<file path="src/rtl/qenc_pkg.sv">
package qenc_pkg;

    localparam int PAIR_W = 2;
    localparam int MODE_W = 2;

    typedef enum logic [1:0] {
        ST_IDLE      = 2'd0,
        ST_RUN       = 2'd1,
        ST_WAIT_IDX  = 2'd2,
        ST_WAIT_EDGE = 2'd3
    } run_state_t;

    localparam logic [MODE_W-1:0] SUSP_IGNORE   = 2'd0;
    localparam logic [MODE_W-1:0] SUSP_NOW      = 2'd1;
    localparam logic [MODE_W-1:0] SUSP_AT_INDEX = 2'd2;
    localparam logic [MODE_W-1:0] SUSP_AT_EDGE  = 2'd3;

    localparam logic [MODE_W-1:0] MARK_NONE  = 2'd0;
    localparam logic [MODE_W-1:0] MARK_FIRST = 2'd1;
    localparam logic [MODE_W-1:0] MARK_ALL   = 2'd2;

    // clockwise successor of a Gray-coded pair {lead, lag}
    function automatic logic [PAIR_W-1:0] cw_next(input logic [PAIR_W-1:0] s);
        logic [PAIR_W-1:0] r;
        case (s)
            2'b00:   r = 2'b10;
            2'b10:   r = 2'b11;
            2'b11:   r = 2'b01;
            default: r = 2'b00;
        endcase
        return r;
    endfunction

endpackage

</file>
<file path="src/rtl/qenc_input_cond.sv">
module qenc_input_cond
    import qenc_pkg::*;
(
    input  logic              ph_a,
    input  logic              ph_b,
    input  logic              a_inv,
    input  logic              b_inv,
    input  logic              swap,
    output logic [PAIR_W-1:0] pair
);
    logic a_c, b_c;

    always_comb begin
        a_c  = ph_a ^ a_inv;
        b_c  = ph_b ^ b_inv;
        pair = swap ? {b_c, a_c} : {a_c, b_c};
    end
endmodule

</file>
<file path="src/rtl/qenc_step_decode.sv">
module qenc_step_decode
    import qenc_pkg::*;
(
    input  logic              clk,
    input  logic              rst_n,
    input  logic              en,
    input  logic              dircnt,
    input  logic [PAIR_W-1:0] pair,
    output logic              edge_hit,
    output logic [PAIR_W-1:0] cur_q,
    output logic [PAIR_W-1:0] prev_q,
    output logic              count_pulse,
    output logic              dir_cw,
    output logic              dir_chg,
    output logic              phase_err
);
    logic moved;

    always_comb begin
        moved    = (pair != cur_q);
        edge_hit = en && moved;
    end

    always_ff @(posedge clk or negedge rst_n) begin
        if (!rst_n) begin
            cur_q       <= '0;
            prev_q      <= '0;
            count_pulse <= 1'b0;
            dir_cw      <= 1'b0;
            dir_chg     <= 1'b0;
            phase_err   <= 1'b0;
        end else begin
            count_pulse <= 1'b0;
            dir_chg     <= 1'b0;
            phase_err   <= 1'b0;
            if (moved) begin
                cur_q <= pair;
                if (en) begin
                    prev_q <= cur_q;
                    if (dircnt) begin
                        if (!cur_q[1] && pair[1]) begin
                            count_pulse <= 1'b1;
                            dir_cw      <= pair[0];
                            dir_chg     <= (pair[0] != dir_cw);
                        end
                    end else if (pair == cw_next(cur_q)) begin
                        count_pulse <= 1'b1;
                        dir_cw      <= 1'b1;
                        dir_chg     <= !dir_cw;
                    end else if (cw_next(pair) == cur_q) begin
                        count_pulse <= 1'b1;
                        dir_cw      <= 1'b0;
                        dir_chg     <= dir_cw;
                    end else begin
                        phase_err   <= 1'b1;
                    end
                end
            end
        end
    end
endmodule

</file>
<file path="src/rtl/qenc_index_mark.sv">
module qenc_index_mark
    import qenc_pkg::*;
(
    input  logic              clk,
    input  logic              rst_n,
    input  logic              en,
    input  logic              restart,
    input  logic [MODE_W-1:0] mark_mode,
    input  logic              idx_in,
    output logic              idx_hit,
    output logic              idx_evt,
    output logic              idx_mark
);
    logic idx_q;
    logic first_done;

    always_comb idx_hit = en && idx_in && !idx_q;

    always_ff @(posedge clk or negedge rst_n) begin
        if (!rst_n) begin
            idx_q      <= 1'b0;
            first_done <= 1'b0;
            idx_evt    <= 1'b0;
            idx_mark   <= 1'b0;
        end else begin
            idx_q    <= idx_in;
            idx_evt  <= idx_hit;
            idx_mark <= 1'b0;
            if (restart) begin
                first_done <= 1'b0;
            end else if (idx_hit) begin
                first_done <= 1'b1;
                idx_mark   <= (mark_mode == MARK_ALL) ||
                              ((mark_mode == MARK_FIRST) && !first_done);
            end
        end
    end
endmodule

</file>
<file path="src/rtl/qenc_run_ctrl.sv">
module qenc_run_ctrl
    import qenc_pkg::*;
(
    input  logic              clk,
    input  logic              rst_n,
    input  logic              run_set,
    input  logic              susp_req,
    input  logic [MODE_W-1:0] susp_mode,
    input  logic              idx_hit,
    input  logic              edge_hit,
    output logic              en,
    output logic              restart
);
    run_state_t state_q, state_d;

    always_ff @(posedge clk or negedge rst_n) begin
        if (!rst_n) state_q <= ST_IDLE;
        else        state_q <= state_d;
    end

    always_comb begin
        state_d = state_q;
        unique case (state_q)
            ST_IDLE:      if (run_set) state_d = ST_RUN;
            ST_RUN: begin
                if (susp_req) begin
                    unique case (susp_mode)
                        SUSP_NOW:      state_d = ST_IDLE;
                        SUSP_AT_INDEX: state_d = ST_WAIT_IDX;
                        SUSP_AT_EDGE:  state_d = ST_WAIT_EDGE;
                        default:       state_d = ST_RUN;
                    endcase
                end
            end
            ST_WAIT_IDX:  if (idx_hit)  state_d = ST_IDLE;
            ST_WAIT_EDGE: if (edge_hit) state_d = ST_IDLE;
            default:      state_d = ST_IDLE;
        endcase
    end

    always_comb begin
        en      = (state_q != ST_IDLE);
        restart = (state_q == ST_IDLE) && run_set;
    end
endmodule

</file>
<file path="src/rtl/qenc_decoder.sv">
module qenc_decoder
    import qenc_pkg::*;
(
    input  logic        clk,
    input  logic        rst_n,
    input  logic        ph_a,
    input  logic        ph_b,
    input  logic        idx_in,
    input  logic        cfg_dircnt,
    input  logic        cfg_a_inv,
    input  logic        cfg_b_inv,
    input  logic        cfg_swap,
    input  logic [1:0]  cfg_mark_mode,
    input  logic [1:0]  cfg_susp_mode,
    input  logic        run_set,
    input  logic        susp_req,
    output logic        running,
    output logic        count_pulse,
    output logic        dir_cw,
    output logic        dir_chg,
    output logic        phase_err,
    output logic        idx_evt,
    output logic        idx_mark,
    output logic [1:0]  cur_state,
    output logic [1:0]  prev_state
);
    logic [PAIR_W-1:0] pair;
    logic en, restart, idx_hit, edge_hit;

    qenc_input_cond u_cond (
        .ph_a  (ph_a),
        .ph_b  (ph_b),
        .a_inv (cfg_a_inv),
        .b_inv (cfg_b_inv),
        .swap  (cfg_swap),
        .pair  (pair)
    );

    qenc_step_decode u_step (
        .clk         (clk),
        .rst_n       (rst_n),
        .en          (en),
        .dircnt      (cfg_dircnt),
        .pair        (pair),
        .edge_hit    (edge_hit),
        .cur_q       (cur_state),
        .prev_q      (prev_state),
        .count_pulse (count_pulse),
        .dir_cw      (dir_cw),
        .dir_chg     (dir_chg),
        .phase_err   (phase_err)
    );

    qenc_index_mark u_idx (
        .clk       (clk),
        .rst_n     (rst_n),
        .en        (en),
        .restart   (restart),
        .mark_mode (cfg_mark_mode),
        .idx_in    (idx_in),
        .idx_hit   (idx_hit),
        .idx_evt   (idx_evt),
        .idx_mark  (idx_mark)
    );

    qenc_run_ctrl u_ctrl (
        .clk       (clk),
        .rst_n     (rst_n),
        .run_set   (run_set),
        .susp_req  (susp_req),
        .susp_mode (cfg_susp_mode),
        .idx_hit   (idx_hit),
        .edge_hit  (edge_hit),
        .en        (en),
        .restart   (restart)
    );

    always_comb running = en;
endmodule

</file>
<file path="config.mk">
export PLATFORM = sky130hd
export DESIGN_NAME = qenc_decoder
export DESIGN_NICKNAME = d
export VERILOG_FILES = /design/src/rtl/qenc_pkg.sv /design/src/rtl/qenc_input_cond.sv /design/src/rtl/qenc_step_decode.sv /design/src/rtl/qenc_index_mark.sv /design/src/rtl/qenc_run_ctrl.sv /design/src/rtl/qenc_decoder.sv
export SDC_FILE = /design/constraint.sdc
export NUM_CORES = 1
export LEC_CHECK = 0
export ABC_AREA = 1
export CAP_MARGIN = 15
export CELL_PAD_IN_SITES_DETAIL_PLACEMENT = 1
export CELL_PAD_IN_SITES_GLOBAL_PLACEMENT = 1
export CORE_MARGIN = 4
export CORE_UTILIZATION = 28
export DETAILED_ROUTE_END_ITERATION = 8
export GPL_ROUTABILITY_DRIVEN = 1
export GPL_TIMING_DRIVEN = 1
export PLACE_DENSITY_LB_ADDON = 0.1
export SYNTH_ARGS = -nofsm -noshare
export SYNTH_HDL_FRONTEND = slang
export SYNTH_HIERARCHICAL = 1
export SYNTH_SLANG_ARGS = --single-unit
</file>
<file path="constraint.sdc">
create_clock -name clk -period 1.5 [get_ports clk]
set_input_delay 0.3 -clock clk [delete_from_list [all_inputs] [get_ports clk]]
set_output_delay 0.3 -clock clk [all_outputs]
set_load 0.05 [all_outputs]
</file>
==> results of run 1 <==
## worst max-delay path by stage
stage                                               end  slack [ns]  cells after the start
final                                           running        0.08                      3
after global routing      u_ctrl/state_q[0]$_DFFE_PN0P_       0.001                     15
after CTS                                       running       0.008                      3
after detailed placement  u_ctrl/state_q[0]$_DFFE_PN0P_       -0.57                     14
after global placement    u_ctrl/state_q[0]$_DFFE_PN0P_       -0.50                     14
after floorplan           u_ctrl/state_q[0]$_DFFE_PN0P_       -0.04                     11
## stage by stage
stage / instances / power [mW]
3_5_place_dp: 182 / 2.23
3_3_place_gp: 182 / 2.20
4_1_cts: 187 / 2.51
6_report: 187 / 2.51
2_1_floorplan: 119 / 1.44
5_1_grt: 187 / 2.70
## logic make-up after synthesis
| kind of cell | synth area share, % |
|---|---|
| AOI/OAI and AO/OA | 5.63 |
| and+or+nand+nor | 38.7 |
| DFF | 41.5 |
| buffers and inverters | 9.78 |
| adders and majority gates | 4.44 |
## cell type report
| cell class | instances | area, µm² | share of cell area (%) |
|---|---|---|---|
| tap | 31 | 38.8 | 2.75 |
| clock buffer | 4 | 36.3 | 2.57 |
| sequential | 14 | 354 | 25.1 |
| inverter | 21 | 78.8 | 5.59 |
| timing repair buffer | 34 | 440 | 31.2 |
| multi-input combinational | 83 | 462 | 32.7 |
## cells in the mapped netlist
| cell type | instances | area [µm²] |
|---|---|---|
| nand3_2 | 2 | 20.0 |
| nor2_4 | 2 | 22.5 |
| inv_1 | 20 | 75.1 |
| a21oi_1 | 4 | 20.0 |
| o211ai_1 | 1 | 7.51 |
| dfrtp_1 | 14 | 350 |
| nand2_1 | 38 | 143 |
| nor2_1 | 13 | 48.8 |
| nand3_1 | 10 | 50.1 |
| inv_2 | 1 | 3.75 |
| clkbuf_1 | 1 | 3.75 |
| nand2_4 | 1 | 11.3 |
| o21ai_0 | 4 | 20.0 |
| nand2_2 | 5 | 31.3 |
| ha_1 | 3 | 37.5 |
## power breakdown
part	internal, mW	switching (mW)	total [mW]
sequential	0.504	0.147	0.651
combinational	0.737	0.844	1.58
clock	0.148	0.131	0.279
## routing by layer
metal | part of all wire (%) | routed length (µm) | GRT usage [%]
met4 | 0.61 | 13 | 2.48
met5 | 0 | 0 | 0
met3 | 6.2 | 132 | 5.40
met1 | 43 | 919 | 14.5
met2 | 50 | 1050 | 19.9
## timing repair
item                                    CTS  global route
endpoints found under the setup margin    9             4
setup buffers                             1             0
endpoints found under the hold margin     0             0
resized for setup                         7            12
pin swaps                                 6             9
==> reports/results.txt, run 1 <==
IO Port Bufs - 25
Skew-Pair Late Insertion Delay - 0.29 ns
IO Pins - 26
Syn Inst Count - 119
die span in x - 62.9 µm
TritonRoute pass-1 iters - 4
crit path kind - register to output port
crit path launch - u_ctrl/state_q[1]$_DFFE_PN0P_
Worst-Margin Slew - 0.253 ns
Max Freq - 707 MHz
vias in the first global route - 918
hold crit path type - input pin to asynchronous set/reset pin
Setup WS post-layout - 0.0846 ns
clk sinks - 14
largest net degree at the start of global routing - 15
Fill cells - 357
Area after DPL - 1340 µm²
period utilization - 94.4%
vias per inst - 4.59
Power per Cell Area - 1780 nW/µm²
drt wl/cell - 11.3 µm
Setup Viol. Count Final - 0
drt total wl - 2120 µm
final core occ - 49.8%
syn_nets - 137
Largest regs - u_ctrl/state_q (2), u_step/cur_q (2), u_step/prev_q (2)
endpoints failing hold - 0
CTS Hold Bufs - 0
GRT Total Usage - 12.1%
Yosys reg bits - 14
Yosys warning total - 6
most common cell after layout, fill and taps aside - nand2_1
Worst R2R End - u_ctrl/state_q[0]$_DFFE_PN0P_
worst path bufs/invs - 2
Synth cell types - 15
worst-path fanout max - 5
global-route wire length before repair - 3890 µm
clk_skew - 0.00389 ns
crit path DAT - 1.12 ns
number of DRC markers in iteration 0 - 10
Setup TNS - 0 ns
Core ar. - 2830 µm²
CP max stage delay - 0.46 ns
reg2reg path depth - 11
Startpoint Class - register
initial antenna violation count - 0
layout cell share with drive strength beyond 1 - 31.4%
status - completed
fin. max-slew vios - 0
post-placement worst setup slack - -0.574 ns
die footprint - 3960 µm²
Final Cell Area - 1410 µm²
Die Y - 62.9 µm
GPL Wtd Cong - 0.846
commonest non-fill, non-tap cells in the layout - nand2_1, inv_1, buf_12, nor2_1, dfrtp_1
initial core utilization - 29.9%
syn_area_per_cell - 7.10 µm²
max-cap check violation count - 0
via count - 858
Cell Chain, Critical Path - nor2_4, inv_2, buf_12
cell area after synthesis - 845 µm²
H-tree levels - 1
clock-pin slew on the worst setup and hold paths - 0.09 ns
CTS Buffer Depth - 2
Worst R2R Setup Slack - 0.10 ns
DRC violation count after routing - 0
Critical Path Sink Type - output port
CP top delay family - flip-flops
CTS tree - done
P_leak - 0.719 nW
Diodes inserted - 0
standard-cell rows - 19
grt ovf - 0
VDD IR max - 0.00120 V
slowest stage cell, crit path - dfrtp_2
worst r2r src - u_step/cur_q[1]$_DFFE_PN0P_
Critical Path RT - 1.20 ns
unrepaired setup endpoints after global routing - no
register area share after synthesis - 41.5%
Root Buffer - clkbuf_4
Routed Antenna Nets - 0
Min Hold Slack - 0.319 ns
Rel. slew slack - 83.1%
P&R area growth vs syn - 67.0%
fin crit period - 1.42 ns
final net count - 175
CTS Buf Count - 3
hpwl dp - 1790 µm
Power figures use the tool's default switching activity.
==> run 2: changes to the inputs <==
--- a/config.mk
+++ b/config.mk
@@ -6,7 +6,6 @@
 export NUM_CORES = 1
 export LEC_CHECK = 0
 export ABC_AREA = 1
-export CAP_MARGIN = 15
 export CELL_PAD_IN_SITES_DETAIL_PLACEMENT = 1
 export CELL_PAD_IN_SITES_GLOBAL_PLACEMENT = 1
 export CORE_MARGIN = 4
@@ -14,7 +13,7 @@
 export DETAILED_ROUTE_END_ITERATION = 8
 export GPL_ROUTABILITY_DRIVEN = 1
 export GPL_TIMING_DRIVEN = 1
-export PLACE_DENSITY_LB_ADDON = 0.1
+export PLACE_DENSITY = 0.71
 export SYNTH_ARGS = -nofsm -noshare
 export SYNTH_HDL_FRONTEND = slang
 export SYNTH_HIERARCHICAL = 1
==> run 2 against run 1 <==
Cell count rose by 1.1%. Via count rose by 2.3%. Utilization rose by 0.18 points. First-iteration DRC count fell by 40%. Clock power fell by 21%. Critical endpoint is now u_ctrl/state_q[0]$_DFFE_PN0P_. Highest routed layer unchanged.
==> reports/results.txt, run 2 (synthesized netlist as in run 1, its figures left out) <==
status - completed
CTS Hold Bufs - 0 (unchanged)
Worst R2R End - u_step/dir_cw$_DFFE_PN0P_
top sig layer - met4
initial core utilization - 29.9% (unchanged)
worst-path fanout max - 3 (-2)
Cell Chain, Critical Path - clkdlybuf4s15_1, inv_1, nand3_2, nand2_2, ha_4, nand3_4, nand2_4, inv_2, nand2_2, nand2_2, nor2_2, nor2_1, nand2_1, nand2_1
IO Pins - 26 (unchanged)
GPL Wtd Cong - 0.750 (-11%)
Worst-Margin Slew - 0.225 ns (-0.0281 ns)
slowest stage cell, crit path - ha_4
clk sinks - 14 (unchanged)
CTS Buffer Depth - 2 (unchanged)
Sw Ratio - 45.1% (+0.38 points)
fin. max-slew vios - 0 (unchanged)
commonest non-fill, non-tap cells in the layout - nand2_1, inv_1, buf_12
Largest regs - u_ctrl/state_q (2), u_step/cur_q (2), u_step/prev_q (2)
number of DRC markers in iteration 0 - 6 (-4)
global-route wire length before repair - 3840 µm (-1.4%)
Core ar. - 2830 µm² (unchanged)
die span in x - 62.9 µm (unchanged)
Routed Antenna Nets - 0 (unchanged)
max-cap check violation count - 0 (unchanged)
TritonRoute pass-1 iters - 2 (-2)
most used cell, CP - nand2_2
P_leak - 0.721 nW (+0.20%)
crit path DAT - 1.58 ns (+0.46 ns)
crit path kind - input pin to register
Startpoint Class - input pin
worst r2r src - u_step/cur_q[0]$_DFFE_PN0P_
period utilization - 93.2% (-1.1 points)
Diodes inserted - 0 (unchanged)
H-tree levels - 1 (unchanged)
Setup WS post-layout - 0.101 ns (+0.0168 ns)
most common cell after layout, fill and taps aside - nand2_1
Critical Path RT - 1.68 ns (+0.48 ns)
Final Cell Area - 1420 µm² (+0.36%)
WL met3 - 134 µm (+1.5%)
Die Y - 62.9 µm (unchanged)
Comb pwr share - 66.2% (+3.2 points)
endpoints failing hold - 0 (unchanged)
WL met1 - 929 µm (+1.1%)
GRT Total Usage - 11.9% (-0.20 points)
DRC violation count after routing - 0 (unchanged)
Fill cells - 336 (-5.9%)
vias per inst - 4.65 (+1.2%)
Setup TNS - 0 ns (unchanged)
final net count - 177 (+1.1%)
hold crit path type - input pin to asynchronous set/reset pin
Area after DPL - 1340 µm² (unchanged)
Clock power frac - 8.9% (-2.2 points)
grt ovf - 0 (unchanged)
CTS Buf Count - 3 (unchanged)
die footprint - 3960 µm² (unchanged)
reg2reg path depth - 9 (-2)
Final Non-Filler Cells - 189 (+1.1%)
P&R area growth vs syn - 67.6%
Power per Cell Area - 1770 nW/µm² (-0.79%)
internal power - 1.37 mW (-1.1%)
Worst R2R Setup Slack - 0.12 ns (+0.02 ns)
fin crit period - 1.40 ns (-0.0168 ns)
standard-cell rows - 19 (unchanged)
met2 WL - 1140 µm (+9.1%)
Skew-Pair Late Insertion Delay - 0.28 ns (about the same)
CTS tree - done
clock-pin slew on the worst setup and hold paths - 0.09 ns (about the same)
switching power - 1.13 mW (+0.40%)
Total Power - 2.50 mW (-0.43%)
Max Freq - 715 MHz (+1.2%)
dpl cells - 182 (unchanged)
via count - 878 (+2.3%)
hpwl dp - 1890 µm (+5.3%)
IO Port Bufs - 25 (unchanged)
drt total wl - 2240 µm (+5.7%)
Critical Path Sink Type - register
clk_skew - 0.0102 ns (+0.00635 ns)
initial antenna violation count - 0 (unchanged)
drt wl/cell - 11.8 µm (+4.6%)
post-placement worst setup slack - -0.521 ns (+0.0528 ns)
final core occ - 50.0% (+0.18 points)
CP max stage delay - 0.28 ns (-0.18 ns)
Setup Viol. Count Final - 0 (unchanged)
share of power burned in registers - 25.0% (-0.9 points)
Root Buffer - clkbuf_4
largest net degree at the start of global routing - 15 (unchanged)
layout cell share with drive strength beyond 1 - 33.5% (+2.1 points)
VDD IR max - 0.00117 V (-3.1%)
Min Hold Slack - 0.330 ns (+0.0105 ns)
vias in the first global route - 900 (-2.0%)
Rel. slew slack - 85.0% (+1.9 points)
==> run 2: cell count changes in the layout (fill, tap and decap cells not counted), sizes merged <==
cell	previous run	this run
buf	20	22
==> run 2: critical path, delay by kind of cell <==
family	cells	cell delay, ns
buf+inv	3	0.34
fa+ha+maj	1	0.28
simple gates	10	0.67
==> run 2: how the worst max path moves through the flow <==
stage	cells after the start	to	startpoint	slack, ns
2_1_floorplan	11	u_ctrl/state_q[0]$_DFFE_PN0P_	u_step/cur_q[1]$_DFFE_PN0P_	-0.04
3_3_place_gp	14	u_ctrl/state_q[0]$_DFFE_PN0P_	ph_b	-0.44
3_5_place_dp	14	u_ctrl/state_q[0]$_DFFE_PN0P_	cfg_swap	-0.52
4_1_cts	3	running	u_ctrl/state_q[1]$_DFFE_PN0P_	0.00006
5_1_grt	15	u_ctrl/state_q[0]$_DFFE_PN0P_	cfg_b_inv	-0.01
6_report	14	u_ctrl/state_q[0]$_DFFE_PN0P_	cfg_swap	0.10
==> run 2: power groups by stage <==
stage | Sequential, mW | Clock (mW) | Combinational (mW)
2_1_floorplan | 0.895 | 0 | 0.545
3_3_place_gp | 0.639 | 0 | 1.55
3_5_place_dp | 0.647 | 0 | 1.59
4_1_cts | 0.642 | 0.238 | 1.62
5_1_grt | 0.643 | 0.254 | 1.78
6_report | 0.625 | 0.221 | 1.66
==> run 2: area by class of cell <==
class	instances	area [µm²]	area share, %
clock buffers	4	26.3	1.86
well taps	31	38.8	2.74
inverters	21	78.8	5.57
flip-flops and latches	14	354	25.0
multi-input cells	83	462	32.6
repair buffers	36	455	32.2
==> run 2: metal layers <==
| metal | up-vias | global-route usage, % |
|---|---|---|
| met4 | 0 | 3.03 |
| met2 | 23 | 20.3 |
| li1 | 441 | - |
| met5 | - | 0 |
| met1 | 410 | 13.8 |
| met3 | 4 | 4.68 |
==> run 2: timing repair <==
item                                    CTS  global route
buffers inserted                          1             2
endpoints found under the setup margin    9             3
gates resized for setup                   9            11
pin swaps                                 7            10
==> run 3: changes to the inputs <==
--- a/config.mk
+++ b/config.mk
@@ -14,6 +14,7 @@
 export GPL_ROUTABILITY_DRIVEN = 1
 export GPL_TIMING_DRIVEN = 1
 export PLACE_DENSITY = 0.71
+export SKIP_LAST_GASP = 1
 export SYNTH_ARGS = -nofsm -noshare
 export SYNTH_HDL_FRONTEND = slang
 export SYNTH_HIERARCHICAL = 1
==> constraint.sdc (replaced) <==
create_clock -name clk -period 1.25 [get_ports clk]
set_input_delay 0.25 -clock clk [delete_from_list [all_inputs] [get_ports clk]]
set_output_delay 0.25 -clock clk [all_outputs]
set_load 0.05 [all_outputs]
==> run 3 against run 2 <==
The run now ends with setup timing left. Count of clock-buffer cells in the layout unchanged. Global-route usage increased by 4.4 points. Sequential share of layout area decreased by 3.0 points. Setup slack got worse by 0.27 ns. Non-clock buffer count increased by 16. Die area unchanged. Critical path depth decreased by 10. Register-to-register slack got worse by 0.28 ns. Combinational power increased by 50%. Sequential cell count unchanged. Critical path type is now register to output port. Largest power group unchanged.
==> reports/results.txt, run 3 (synthesized netlist as in run 1, its figures left out) <==
Routed Antenna Nets - 0 (unchanged)
CTS Buffer Depth - 2 (unchanged)
period utilization - 113%
Root Buffer - clkbuf_4
P&R area growth vs syn - 90.1%
drt wl/cell - 15.3 µm (+30%)
fin. max-slew vios - 0 (unchanged)
hold crit path type - input pin to asynchronous set/reset pin
Setup Viol. Count Final - 7 (+7)
Die Y - 62.9 µm (unchanged)
die span in x - 62.9 µm (unchanged)
global-route wire length before repair - 5000 µm (+30%)
Rel. slew slack - 83.6% (-1.4 points)
worst r2r src - u_ctrl/state_q[1]$_DFFE_PN0P_
TritonRoute pass-1 iters - 4 (+2)
Total Power - 3.60 mW (+44%)
die footprint - 3960 µm² (unchanged)
Critical Path Sink Type - output port
GPL Wtd Cong - 0.691 (-7.9%)
fin crit period - 1.41 ns
Skew-Pair Late Insertion Delay - 0.30 ns (+0.02 ns)
Max Freq - 707 MHz
status - finished with violations
Crit path depth - 4 (-10)
slowest stage cell, crit path - dfrtp_1
initial core utilization - 29.9% (unchanged)
Critical Path RT - 1.00 ns (-0.68 ns)
capture point of the worst path - running
most common cell after layout, fill and taps aside - nand2_1
Final Cell Area - 1610 µm² (+13%)
DRC violation count after routing - 0 (unchanged)
Diodes inserted - 0 (unchanged)
grt ovf - 0 (unchanged)
crit path DAT - 1.16 ns (-0.42 ns)
drt total wl - 3140 µm (+41%)
clk_skew - 0.00479 ns (-0.00545 ns)
failing checks - setup timing
Core ar. - 2830 µm² (unchanged)
crit path kind - register to output port
Worst R2R Setup Slack - -0.16 ns (-0.28 ns)
CTS tree - done
Largest regs - u_ctrl/state_q (2), u_step/cur_q (2), u_step/prev_q (2)
reg2reg path depth - 11 (+2)
vias per inst - 4.85 (+4.4%)
vias in the first global route - 1,085 (+21%)
Startpoint Class - register
dpl cells - 191 (+4.9%)
layout cell share with drive strength beyond 1 - 47.1% (+14 points)
Power per Cell Area - 2240 nW/µm² (+27%)
number of DRC markers in iteration 0 - 18 (+12)
hpwl dp - 2110 µm (+12%)
largest net degree at the start of global routing - 15 (unchanged)
Final Non-Filler Cells - 205 (+8.5%)
commonest non-fill, non-tap cells in the layout - nand2_1, buf_4, inv_1
Fill cells - 342 (+1.8%)
Worst-Margin Slew - 0.245 ns (+0.0194 ns)
Area after DPL - 1390 µm² (+4.1%)
crit path launch - u_ctrl/state_q[0]$_DFFE_PN0P_
H-tree levels - 1 (unchanged)
CP top delay family - flip-flops
GRT Total Usage - 16.3% (+4.4 points)
Cell Chain, Critical Path - nor2_4, inv_2, buf_6, buf_12
via count - 994 (+13%)
final net count - 193 (+9.0%)
CTS Buf Count - 3 (unchanged)
CP max stage delay - 0.42 ns (+0.14 ns)
endpoints failing hold - 0 (unchanged)
clk sinks - 14 (unchanged)
worst path bufs/invs - 3 (unchanged)
IO Port Bufs - 25 (unchanged)
Setup WS post-layout - -0.165 ns (-0.266 ns)
unrepaired setup endpoints after global routing - yes
VDD IR max - 0.00111 V (-4.9%)
standard-cell rows - 19 (unchanged)
Min Hold Slack - 0.255 ns (-0.0745 ns)
max-cap check violation count - 0 (unchanged)
worst-path fanout max - 2 (-1)
Worst R2R End - u_ctrl/state_q[0]$_DFFE_PN0P_
IO Pins - 26 (unchanged)
P_leak - 0.823 nW (+14%)
clock-pin slew on the worst setup and hold paths - 0.09 ns (about the same)
initial antenna violation count - 0 (unchanged)
-- run 3: area by class of cell --
type | count | area (µm²) | area share, %
Multi-Input combinational cell | 83 | 503 | 31.3
Tap cell | 31 | 38.8 | 2.42
Timing Repair Buffer | 52 | 596 | 37.1
Sequential cell | 14 | 353 | 22.0
Clock buffer | 4 | 36.3 | 2.26
Inverter | 21 | 78.8 | 4.91
-- run 3: worst register-to-register path, stage by stage, from the launching register on --
cell,delay (ns)
dfrtp_1,0.41
nor2_4,0.05
inv_2,0.07
buf_4,0.14
nand2_4,0.06
nor2_4,0.14
inv_1,0.08
nor2_2,0.13
nor2_2,0.05
nor2_1,0.09
nand2_1,0.06
nand2_1,0.06
-- run 3: metrics by stage --
step / TNS [ns] / util [%] / setup WS [ns]
finish: -0.609 / 56.7 / -0.165
global route: -1.22 / 56.7 / -0.229
CTS: -0.356 / 54.6 / -0.137
detailed placement: -5.65 / 49.2 / -0.749
global placement: -4.69 / 49.2 / -0.642
floorplan: -0.884 / - / -0.287
-- run 3: power breakdown --
group / switching [mW] / internal (mW)
registers: 0.159 / 0.603
clock network: 0.168 / 0.178
logic: 1.27 / 1.22
total: 1.60 / 2.00
-- run 3: how the worst min path moves through the flow --
stage                            startpoint                             to
6_report                              rst_n   u_step/prev_q[0]$_DFFE_PN0P_
2_1_floorplan                         rst_n  u_ctrl/state_q[0]$_DFFE_PN0P_
4_1_cts                               rst_n       u_step/dir_chg$_DFF_PN0_
5_1_grt                               rst_n  u_ctrl/state_q[1]$_DFFE_PN0P_
3_5_place_dp   u_idx/first_done$_DFFE_PN0P_   u_idx/first_done$_DFFE_PN0P_
3_3_place_gp   u_idx/first_done$_DFFE_PN0P_   u_idx/first_done$_DFFE_PN0P_
-- run 3: repair_timing --
action                                  CTS  global route
setup buffers                            10             4
pin swaps                                14             4
endpoints found under the hold margin     0             0
endpoints found under the setup margin   12            14
hold buffers                              0             0
resized for setup                        23            21
-- run 3: per-layer routing --
| layer | vias up | global-route usage (%) | routed length, µm |
|---|---|---|---|
| met2 | 24 | 31.6 | 1750 |
| met3 | 7 | 5.22 | 178 |
| met5 | - | 0 | 0 |
| li1 | 470 | - | - |
| met1 | 493 | 16.6 | 1140 |
| met4 | 0 | 4.13 | 72 |
